==> src/rtl/sstack_pkg.sv <==
package sstack_pkg;
  localparam int Depth = 15;
  localparam int HalfW = 16;
  localparam int PtrW  = $clog2(Depth + 1);
  localparam int SpW   = PtrW + 2;

  // Strobes from control to datapath
  typedef struct packed {
    logic            wrHi;
    logic            wrLo;
    logic [PtrW-1:0] wrPtr;
  } stackStrb_t;
endpackage

==> src/rtl/sstack_rowdec.sv <==
module sstack_rowdec #(
  parameter int ROWS  = sstack_pkg::Depth,
  parameter int PTR_W = sstack_pkg::PtrW
) (
  input  logic [PTR_W-1:0] ptr,
  output logic [ROWS-1:0]  sel
);
  // Depth value n selects row n-1; depth 0 selects nothing
  for (genvar g = 0; g < ROWS; g++) begin : g_row
    assign sel[g] = (ptr == PTR_W'(g + 1));
  end
endmodule

==> src/rtl/sstack_ctl.sv <==
module sstack_ctl
  import sstack_pkg::*;
#(
  parameter int DEPTH = sstack_pkg::Depth
) (
  input  logic             clk,
  input  logic             rstN,
  input  logic             pushReq,
  input  logic             popReq,
  input  logic             wrHiReq,
  input  logic             wrLoReq,
  input  logic             spLoad,
  input  logic [SpW-1:0]   spLoadVal,
  output logic [SpW-1:0]   sp,
  output stackStrb_t       strb
);
  localparam int ErrBit = PtrW;
  localparam int UndBit = PtrW + 1;
  localparam logic [PtrW-1:0] FullPtr = PtrW'(DEPTH);

  logic [PtrW-1:0] ptr, nextPtr;
  logic            nextErr, nextUnd;
  logic            isFull, isEmpty;

  assign ptr     = sp[PtrW-1:0];
  assign isFull  = (ptr == FullPtr);
  assign isEmpty = (ptr == '0);

  always_comb begin
    nextPtr = ptr;
    nextErr = sp[ErrBit];
    nextUnd = sp[UndBit];
    strb    = '0;
    if (spLoad) begin
      {nextUnd, nextErr, nextPtr} = spLoadVal;
    end else begin
      unique case ({pushReq, popReq})
        2'b10: begin
          if (isFull) begin
            nextErr = 1'b1;
          end else begin
            nextPtr    = ptr + 1'b1;
            strb.wrHi  = wrHiReq;
            strb.wrLo  = wrLoReq;
            strb.wrPtr = ptr + 1'b1;
          end
        end
        2'b01: begin
          if (isEmpty) begin
            nextErr = 1'b1;
            nextUnd = 1'b1;
          end else begin
            nextPtr = ptr - 1'b1;
          end
        end
        2'b11: begin
          if (isEmpty) begin
            nextErr = 1'b1;
            nextUnd = 1'b1;
          end else begin
            strb.wrHi  = wrHiReq;
            strb.wrLo  = wrLoReq;
            strb.wrPtr = ptr;
          end
        end
        default: begin
          if (!isEmpty) begin
            strb.wrHi  = wrHiReq;
            strb.wrLo  = wrLoReq;
            strb.wrPtr = ptr;
          end
        end
      endcase
    end
  end

  always_ff @(posedge clk or negedge rstN) begin
    if (!rstN) sp <= '0;
    else       sp <= {nextUnd, nextErr, nextPtr};
  end


  push_inc_chk: assert property (@(posedge clk) disable iff (!rstN)
    (pushReq && !popReq && !spLoad && !isFull) |=> (sp[PtrW-1:0] == $past(ptr) + 1'b1));

  push_full_chk: assert property (@(posedge clk) disable iff (!rstN)
    (pushReq && !popReq && !spLoad && isFull) |=> (sp[ErrBit] && sp[PtrW-1:0] == FullPtr));

  pop_empty_chk: assert property (@(posedge clk) disable iff (!rstN)
    (popReq && !spLoad && isEmpty) |=> (sp[ErrBit] && sp[UndBit] && sp[PtrW-1:0] == '0));

  err_sticky_chk: assert property (@(posedge clk) disable iff (!rstN)
    (sp[ErrBit] && !spLoad) |=> sp[ErrBit]);

  und_sticky_chk: assert property (@(posedge clk) disable iff (!rstN)
    (sp[UndBit] && !spLoad) |=> sp[UndBit]);

  sp_load_chk: assert property (@(posedge clk) disable iff (!rstN)
    spLoad |=> (sp == $past(spLoadVal)));
endmodule

==> src/rtl/sstack_dp.sv <==
module sstack_dp
  import sstack_pkg::*;
#(
  parameter int DEPTH  = sstack_pkg::Depth,
  parameter int HALF_W = sstack_pkg::HalfW
) (
  input  logic              clk,
  input  logic              rstN,
  input  stackStrb_t        strb,
  input  logic [PtrW-1:0]   topPtr,
  input  logic [HALF_W-1:0] hiIn,
  input  logic [HALF_W-1:0] loIn,
  output logic [HALF_W-1:0] hiOut,
  output logic [HALF_W-1:0] loOut,
  output logic [DEPTH-1:0]  rdSel
);
  logic [DEPTH-1:0]  wrSel;
  logic [HALF_W-1:0] hiMem [DEPTH];
  logic [HALF_W-1:0] loMem [DEPTH];

  sstack_rowdec #(.ROWS(DEPTH), .PTR_W(PtrW)) i_rdDec (.ptr(topPtr),     .sel(rdSel));
  sstack_rowdec #(.ROWS(DEPTH), .PTR_W(PtrW)) i_wrDec (.ptr(strb.wrPtr), .sel(wrSel));

  for (genvar r = 0; r < DEPTH; r++) begin : g_entry
    always_ff @(posedge clk or negedge rstN) begin
      if (!rstN) begin
        hiMem[r] <= '0;
        loMem[r] <= '0;
      end else begin
        if (strb.wrHi && wrSel[r]) hiMem[r] <= hiIn;
        if (strb.wrLo && wrSel[r]) loMem[r] <= loIn;
      end
    end
  end

  always_comb begin
    hiOut = '0;
    loOut = '0;
    for (int r = 0; r < DEPTH; r++) begin
      if (rdSel[r]) begin
        hiOut = hiOut | hiMem[r];
        loOut = loOut | loMem[r];
      end
    end
  end


  rowsel_onehot_chk: assert property (@(posedge clk) disable iff (!rstN) $onehot0(rdSel));

  hi_written_chk: assert property (@(posedge clk) disable iff (!rstN)
    strb.wrHi |=> (hiOut == $past(hiIn)));

  lo_written_chk: assert property (@(posedge clk) disable iff (!rstN)
    strb.wrLo |=> (loOut == $past(loIn)));
endmodule

==> src/rtl/dual_half_stack.sv <==
module dual_half_stack
  import sstack_pkg::*;
(
  input  logic             clk,
  input  logic             rstN,
  input  logic             pushReq,
  input  logic             popReq,
  input  logic             wrHiEn,
  input  logic             wrLoEn,
  input  logic [HalfW-1:0] wrHiData,
  input  logic [HalfW-1:0] wrLoData,
  input  logic             spLoad,
  input  logic [SpW-1:0]   spLoadVal,
  output logic [HalfW-1:0] rdHiData,
  output logic [HalfW-1:0] rdLoData,
  output logic [SpW-1:0]   spValue,
  output logic [Depth-1:0] rowSel,
  output logic             critErr
);
  stackStrb_t strb;

  sstack_ctl #(.DEPTH(Depth)) i_ctl (
    .clk, .rstN, .pushReq, .popReq,
    .wrHiReq(wrHiEn), .wrLoReq(wrLoEn),
    .spLoad, .spLoadVal,
    .sp(spValue), .strb
  );

  sstack_dp #(.DEPTH(Depth), .HALF_W(HalfW)) i_dp (
    .clk, .rstN, .strb,
    .topPtr(spValue[PtrW-1:0]),
    .hiIn(wrHiData), .loIn(wrLoData),
    .hiOut(rdHiData), .loOut(rdLoData),
    .rdSel(rowSel)
  );

  assign critErr = spValue[PtrW] | spValue[PtrW+1];


  crit_err_chk: assert property (@(posedge clk) disable iff (!rstN)
    critErr == (spValue[SpW-1:SpW-2] != 2'b00));
endmodule

==> config.mk <==
export PLATFORM = sky130hd
export DESIGN_NAME = dual_half_stack
export DESIGN_NICKNAME = d
export VERILOG_FILES = /design/src/rtl/sstack_pkg.sv /design/src/rtl/sstack_rowdec.sv /design/src/rtl/sstack_ctl.sv /design/src/rtl/sstack_dp.sv /design/src/rtl/dual_half_stack.sv
export SDC_FILE = /design/constraint.sdc
export NUM_CORES = 1
export LEC_CHECK = 0
export BUFFER_PORTS_ARGS = -buffer_cell sky130_fd_sc_hd__buf_2
export CORE_MARGIN = 2
export CORE_UTILIZATION = 30
export DETAILED_ROUTE_END_ITERATION = 7
export GPL_TIMING_DRIVEN = 0
export PLACE_DENSITY = 0.48
export SLEW_MARGIN = 20
export SYNTH_ARGS = -nofsm -noshare
export SYNTH_HDL_FRONTEND = slang
export SYNTH_SLANG_ARGS = --single-unit
==> constraint.sdc <==
create_clock -name clk -period 3.1 [get_ports clk]
set_clock_uncertainty 0.1 [all_clocks]
set_input_delay 0.31 -clock clk [delete_from_list [all_inputs] [get_ports clk]]
set_output_delay 0.31 -clock clk [all_outputs]
set_load 0.01 [all_outputs]
# After elaboration in Yosys (flattened, before gate mapping)
# Index checks and enable logic that the tools add are counted.
# word_totals
in_bits,45
ff_bits,486
output_inout_bits,54
# op_classes
n_addsub,2
mux,44
reduce_logical,39
n_bitwise,29
n_eq_ne,37
# op_table
cell,count
16-bit 2-to-1 mux,30
16-bit OR,28
4-bit equality test (second input constant),16
4-bit by 3-bit equality test with 1-bit output (second input constant),8
1-bit logical AND,30
6-bit 2-to-1 mux,3
4-bit by 2-bit equality test with 1-bit output (second input constant),4
4-bit 2-to-1 mux,3
6-bit one-hot mux with 2 select lines,1
4-bit by 1-bit equality test with 1-bit output (second input constant),2
4-bit one-hot mux with 2 select lines,1
3-bit inequality test (second input constant),2
3-bit AND reduction,2
3-bit nonzero test,2
1-bit 2-to-1 mux,5
4-bit by 1-bit adder with 4-bit output (second input constant),1
2-bit equality test (second input constant),2
4-bit logical NOT,1
2-bit nonzero test,2
4-bit by 1-bit subtractor with 4-bit output (second input constant),1
3-bit by 1-bit inequality test with 1-bit output (second input constant),1
3-bit by 2-bit inequality test with 1-bit output (second input constant),1
2-bit by 1-bit equality test with 1-bit output (second input constant),1
1-bit one-hot mux with 2 select lines,1
3 further kinds,3

# Depth between registers and ports, before layout
# logic_depth
word_depth,30
ltp_mapped,11
mapped_depth_nobuf,7

# Modules after synthesis
# A second synthesis with hierarchy kept.
# unflattened
cells_unflattened,1500
hier_area_um2,21541.9
# by_module_without_submodules
module,instances,area_each_um2,cells_per_inst
sstack_dp,1,20418.3,1389
sstack_ctl,1,611.8,72
sstack_rowdec,2,252.7,19
dual_half_stack,1,6.3,1

# Least setup slack after synthesis
# Ideal clock, no wire load.
# synth_path
kind,register -> register
from,register i_ctl.sp[0]
to,register i_dp.hiMem[117] in the netlist's numbering
arrival_ns,2.875
stages_incl_launch_ff,11
setup_slack_ns,0.000
synth_period_minus_slack_ns,3.100
path_buffers,3
path_cell_list,dfrtp_1 buf_2 inv_1 ha_1 buf_2 nor3b_4 nor2_1 o32ai_2 nor3b_4 buf_4 mux2_2
# synth_between
elab_chain_len,6
word_cells_on_any_way,9
cone_classes,add/sub: 1; eq/ne: 2; mux: 4; reduce/logical: 2
# synth_lines
element,line,source
"start, declared",sstack_ctl.sv:14,"output logic [SpW-1:0] sp,"
"start signal, assigned",sstack_ctl.sv:79,"else sp <= {nextUnd, nextErr, nextPtr};"
"4-bit by 1-bit adder with 4-bit output, or another cell as far along",sstack_ctl.sv:45,strb.wrPtr = ptr + 1'b1;
6-bit 2-to-1 mux (on tied branches),"sstack_ctl.sv:39, sstack_ctl.sv:57, sstack_ctl.sv:67",
6-bit one-hot mux with 2 select lines *,sstack_ctl.sv:37,"unique case ({pushReq, popReq})"
6-bit 2-to-1 mux *,sstack_ctl.sv:34,if (spLoad) begin
4-bit equality test,sstack_rowdec.sv:10,assign sel[g] = (ptr == PTR_W'(g + 1));
1-bit logical AND *,sstack_dp.sv:30,if (strb.wrHi && wrSel[r]) hiMem[r] <= hiIn;
"end signal, assigned by index",sstack_dp.sv:30,
"end, declared",sstack_dp.sv:18,logic [HALF_W-1:0] hiMem [DEPTH];
# Mark *: on every way between the ends. The rest lies on a longest branch, timed or not.
# A chain may end at the register's enable or synchronous reset.

# Worst setup path after layout
# layout_path
from,register i_ctl.sp[0]
to,output rdLoData[9]
# layout_between
elab_chain_len,30
word_cells_on_any_way,44
cone_classes,eq/ne: 15; mux: 15; bitwise: 14
# layout_lines
element,line,source
4-bit by 1-bit equality test with 1-bit output,sstack_rowdec.sv:10,
16-bit 2-to-1 mux,sstack_dp.sv:40,if (rdSel[r]) begin
16-bit OR,sstack_dp.sv:42,loOut = loOut | loMem[r];
16-bit 2-to-1 mux,sstack_dp.sv:40,
16-bit OR,sstack_dp.sv:42,
16-bit 2-to-1 mux,sstack_dp.sv:40,
16-bit OR,sstack_dp.sv:42,
16-bit 2-to-1 mux,sstack_dp.sv:40,
[14 not listed],-,
16-bit OR,sstack_dp.sv:42,
16-bit 2-to-1 mux,sstack_dp.sv:40,
16-bit OR,sstack_dp.sv:42,
16-bit 2-to-1 mux,sstack_dp.sv:40,
16-bit OR,sstack_dp.sv:42,
16-bit 2-to-1 mux,sstack_dp.sv:40,
16-bit OR,sstack_dp.sv:42,
16-bit 2-to-1 mux *,sstack_dp.sv:40,
"end, declared",dual_half_stack.sv:15,"output logic [HalfW-1:0] rdLoData,"
# Marked as above.

==> results.toml <==
[grt]
grt_pass1_wl_um = 138000
grt_pass1_vias = 17600
grtUsageTotal = 0.250
grt-ovfl-total = 0
grt_max_degree = 101
antenna_found_initial = 2

[power_and_ir_drop]
switchingPower_mw = 6.48
pwr-share-comb = 0.265
p_int_mw = 14.0
switching_share = 0.316
ir_drop_mv = 0.415
clock_power_share = 0.332
power_frac_seq = 0.403
power.density_nw_per_um2 = 681
p_leak_nw = 13.8

[synthesis]
synth_flop_cell = "dfrtp_1"
yosysTopAreaCell = "dfrtp_1"
netlist_area_um2 = 23000
ys_ff_latch = 486
synth-edff-count = 0
syn_inst = 1713
syn_nets = 1765
ys_types = 74
avgSynthCellArea_um2 = 13.4
synthArstFlopShare = 1.00
synth_area_leaders = "dfrtp_1 53%, mux2_2 20%, mux2_1 2.6%"
ys_warn_count = 0
ys_seq_area_frac = 0.530
synth_top_area_frac = 0.530

[floorplan]
dieHeight_um = 281
num_rows = 101
start_util = 0.303
core-area_um2 = 75800
dieArea_um2 = 78700
ios = 99
die_w_um = 281

[layout]
finalInstanceArea_um2 = 30100
nets = 2070
final_core_util = 0.396
areaGrowthSynthToFinish_pct = 30.9
drive_above_1_share = 0.499
final_cell_mix = "485 x dfrtp_1, 414 x mux2_2, 86 x buf_4, 86 x buf_2, 82 x clkbuf_16"
layout_commonest_cell = "dfrtp_1"

[detailed_routing]
firstDrtPassIters = 7
routed_via_density = 5.70
drt-wirelength-per-cell_um = 32.8
detail-route-antenna-nets = 0
drc = 0
drt_iter0_drc = 1621
totalWireLength_um = 99800
num_vias = 17300

[clock_tree]
numCtsBuffers = 56
clk_pin_slew_ns = 0.06
cts_buffer_depth = 3
clkSinkCount = 486
h-tree-depth = 2
clk_latency_ns = 0.61
cts_root_buffer = "clkbuf_16"
tritoncts = "done"

[hold_path]
hold_class = "in2async"

[sta]
report.final.hold_viol_count = 0
period_minus_slack_ns = 3.60
max_clock_freq_mhz = 278
final-setup-viol-count = 34
tightest_slew_ns = 0.793
final_max_slew_viol_count = 0
tns_ns = -10.48
slew_headroom = 0.470
fin_ws_ns = -0.498
rsz0062_at_grt = "true"
period_share = 1.16

[status]
violations = "negative setup slack"
status = "finished with violations"

[placed_design]
io_buffers = 97
postPlaceCellArea_um2 = 24900
dp.final_hpwl_um = 60600
place_congestion = 0.840

[worst_setup_path]
startpoint_type = "flop"
crit_chain = "buf_6 > clkinvlp_4 > buf_6 > ha_4 > buf_6 > buf_6 > buf_6 > clkbuf_16 > buf_8 > a222oi_1 > mux4_2 > nand2_2 > buf_6"
critPathKind = "reg2out"
cpMostUsedCell = "buf_6"
cp.buffers_inverters = 9
cp_max_fo = 7
slowest_stage = "dfrtp_1"
crit_required_ns = 2.69
path_delay_family = "buffers and inverters"
slowest_delay_ns = 0.40
arrival_ns = 3.19
end_kind = "output pin"

[job]
drv_cap = 0
-- cell usage after synthesis, types with 17 or more instances --
cell type	n
nor2_1	27
a221oi_1	26
mux2_4	30
dfrtp_1	486
nand2_1	76
nand3_1	35
a22o_1	27
a21oi_1	42
buf_4	18
buf_2	17
clkbuf_1	94
a22oi_1	73
a222oi_1	33
mux2_2	414
o21ai_0	35
mux2_1	53
mux2i_1	18
-- registers in the layout, summed over array words and instances (netlist names) --
signal	cells
i_dp.loMem	240
i_dp.hiMem	240
i_ctl.sp	6
-- area by class of cell --
cell class,instances,area (um^2)
Clock buffer,79,1610
Multi-Input combinational cell,1066,10700
Antenna cell,1,2.50
Buffer,144,1770
Fill cell,7244,45800
Inverter,8,33.8
Timing Repair Buffer,256,2290
Sequential cell,486,12200
Tap cell,978,1220
Clock inverter,20,246
-- power groups by stage --
stage	clock (mW)	combinational, mW	sequential (mW)
3_5_place_dp	0	4.24	8.28
6_report	6.81	5.43	8.25
5_1_grt	7.16	5.62	8.37
2_1_floorplan	0	2.41	8.06
3_3_place_gp	0	4.12	8.23
4_1_cts	6.89	5.05	8.19
-- final timing paths --
| check | start | endpoint | slack, ns | depth (start not counted) |
|---|---|---|---|---|
| worst max-delay path | i_ctl.sp[0] | rdLoData[9] | -0.50 | 13 |
| worst min-delay path | rstN | i_dp.hiMem[213] | 0.12 | 2 |
| worst max register to register | i_ctl.sp[0] | i_dp.loMem[26] | 0.01 | 11 |
| worst min register to register | i_dp.loMem[232] | i_dp.loMem[232] | 0.39 | 1 |
| max in group asynchronous | rstN | i_dp.loMem[92] | 0.97 | 5 |
| min in group clk | spLoad | i_ctl.sp[2] | 0.14 | 3 |
-- what timing repair did --
action | 4_1_cts | 5_1_grt
resized for setup | 347 | 121
endpoints found under the setup margin | 528 | 252
pin swaps | 44 | 64
hold endpoints to repair | 230 | 0
hold buffers | 40 | 0
setup buffers | 74 | 31
gates cloned | 4 | 4
-- cell families after synthesis --
logic type | after synthesis | share of synthesized area
muxes | 525 | 0.266
DFF | 486 | 0.530
AOI/OAI and AO/OA | 316 | 0.105
and+or+nand+nor | 214 | 0.0596
buffers and inverters | 161 | 0.0340
adders and majority gates | 7 | 0.00382
xor gates and xnor gates | 4 | 0.00153
-- per-stage QoR --
stage                     setup WS [ns]  hold WS (ns)  power [mW]  std cells
after floorplan                0.000278       -0.0856        10.5       1713
after global placement            -8.49         0.368        12.4       2788
after detailed placement          -1.82         0.194        12.5       2795
after CTS                        -0.428         0.104        20.1       3006
after global routing             -0.609         0.168        21.2       3037
final                            -0.498         0.124        20.5       3038
-- routing by layer --
metal / vias to the layer above / share of wire / GRT usage / routed length [um]
li1: 7068 / - / - / -
met1: 9343 / 0.42 / 0.334 / 41600
met2: 724 / 0.47 / 0.404 / 46800
met3: 194 / 0.069 / 0.0370 / 6880
met4: 2 / 0.045 / 0.107 / 4500
met5: - / 0.000080 / 0 / 8
Note: power is estimated with default switching activity, not from simulation.
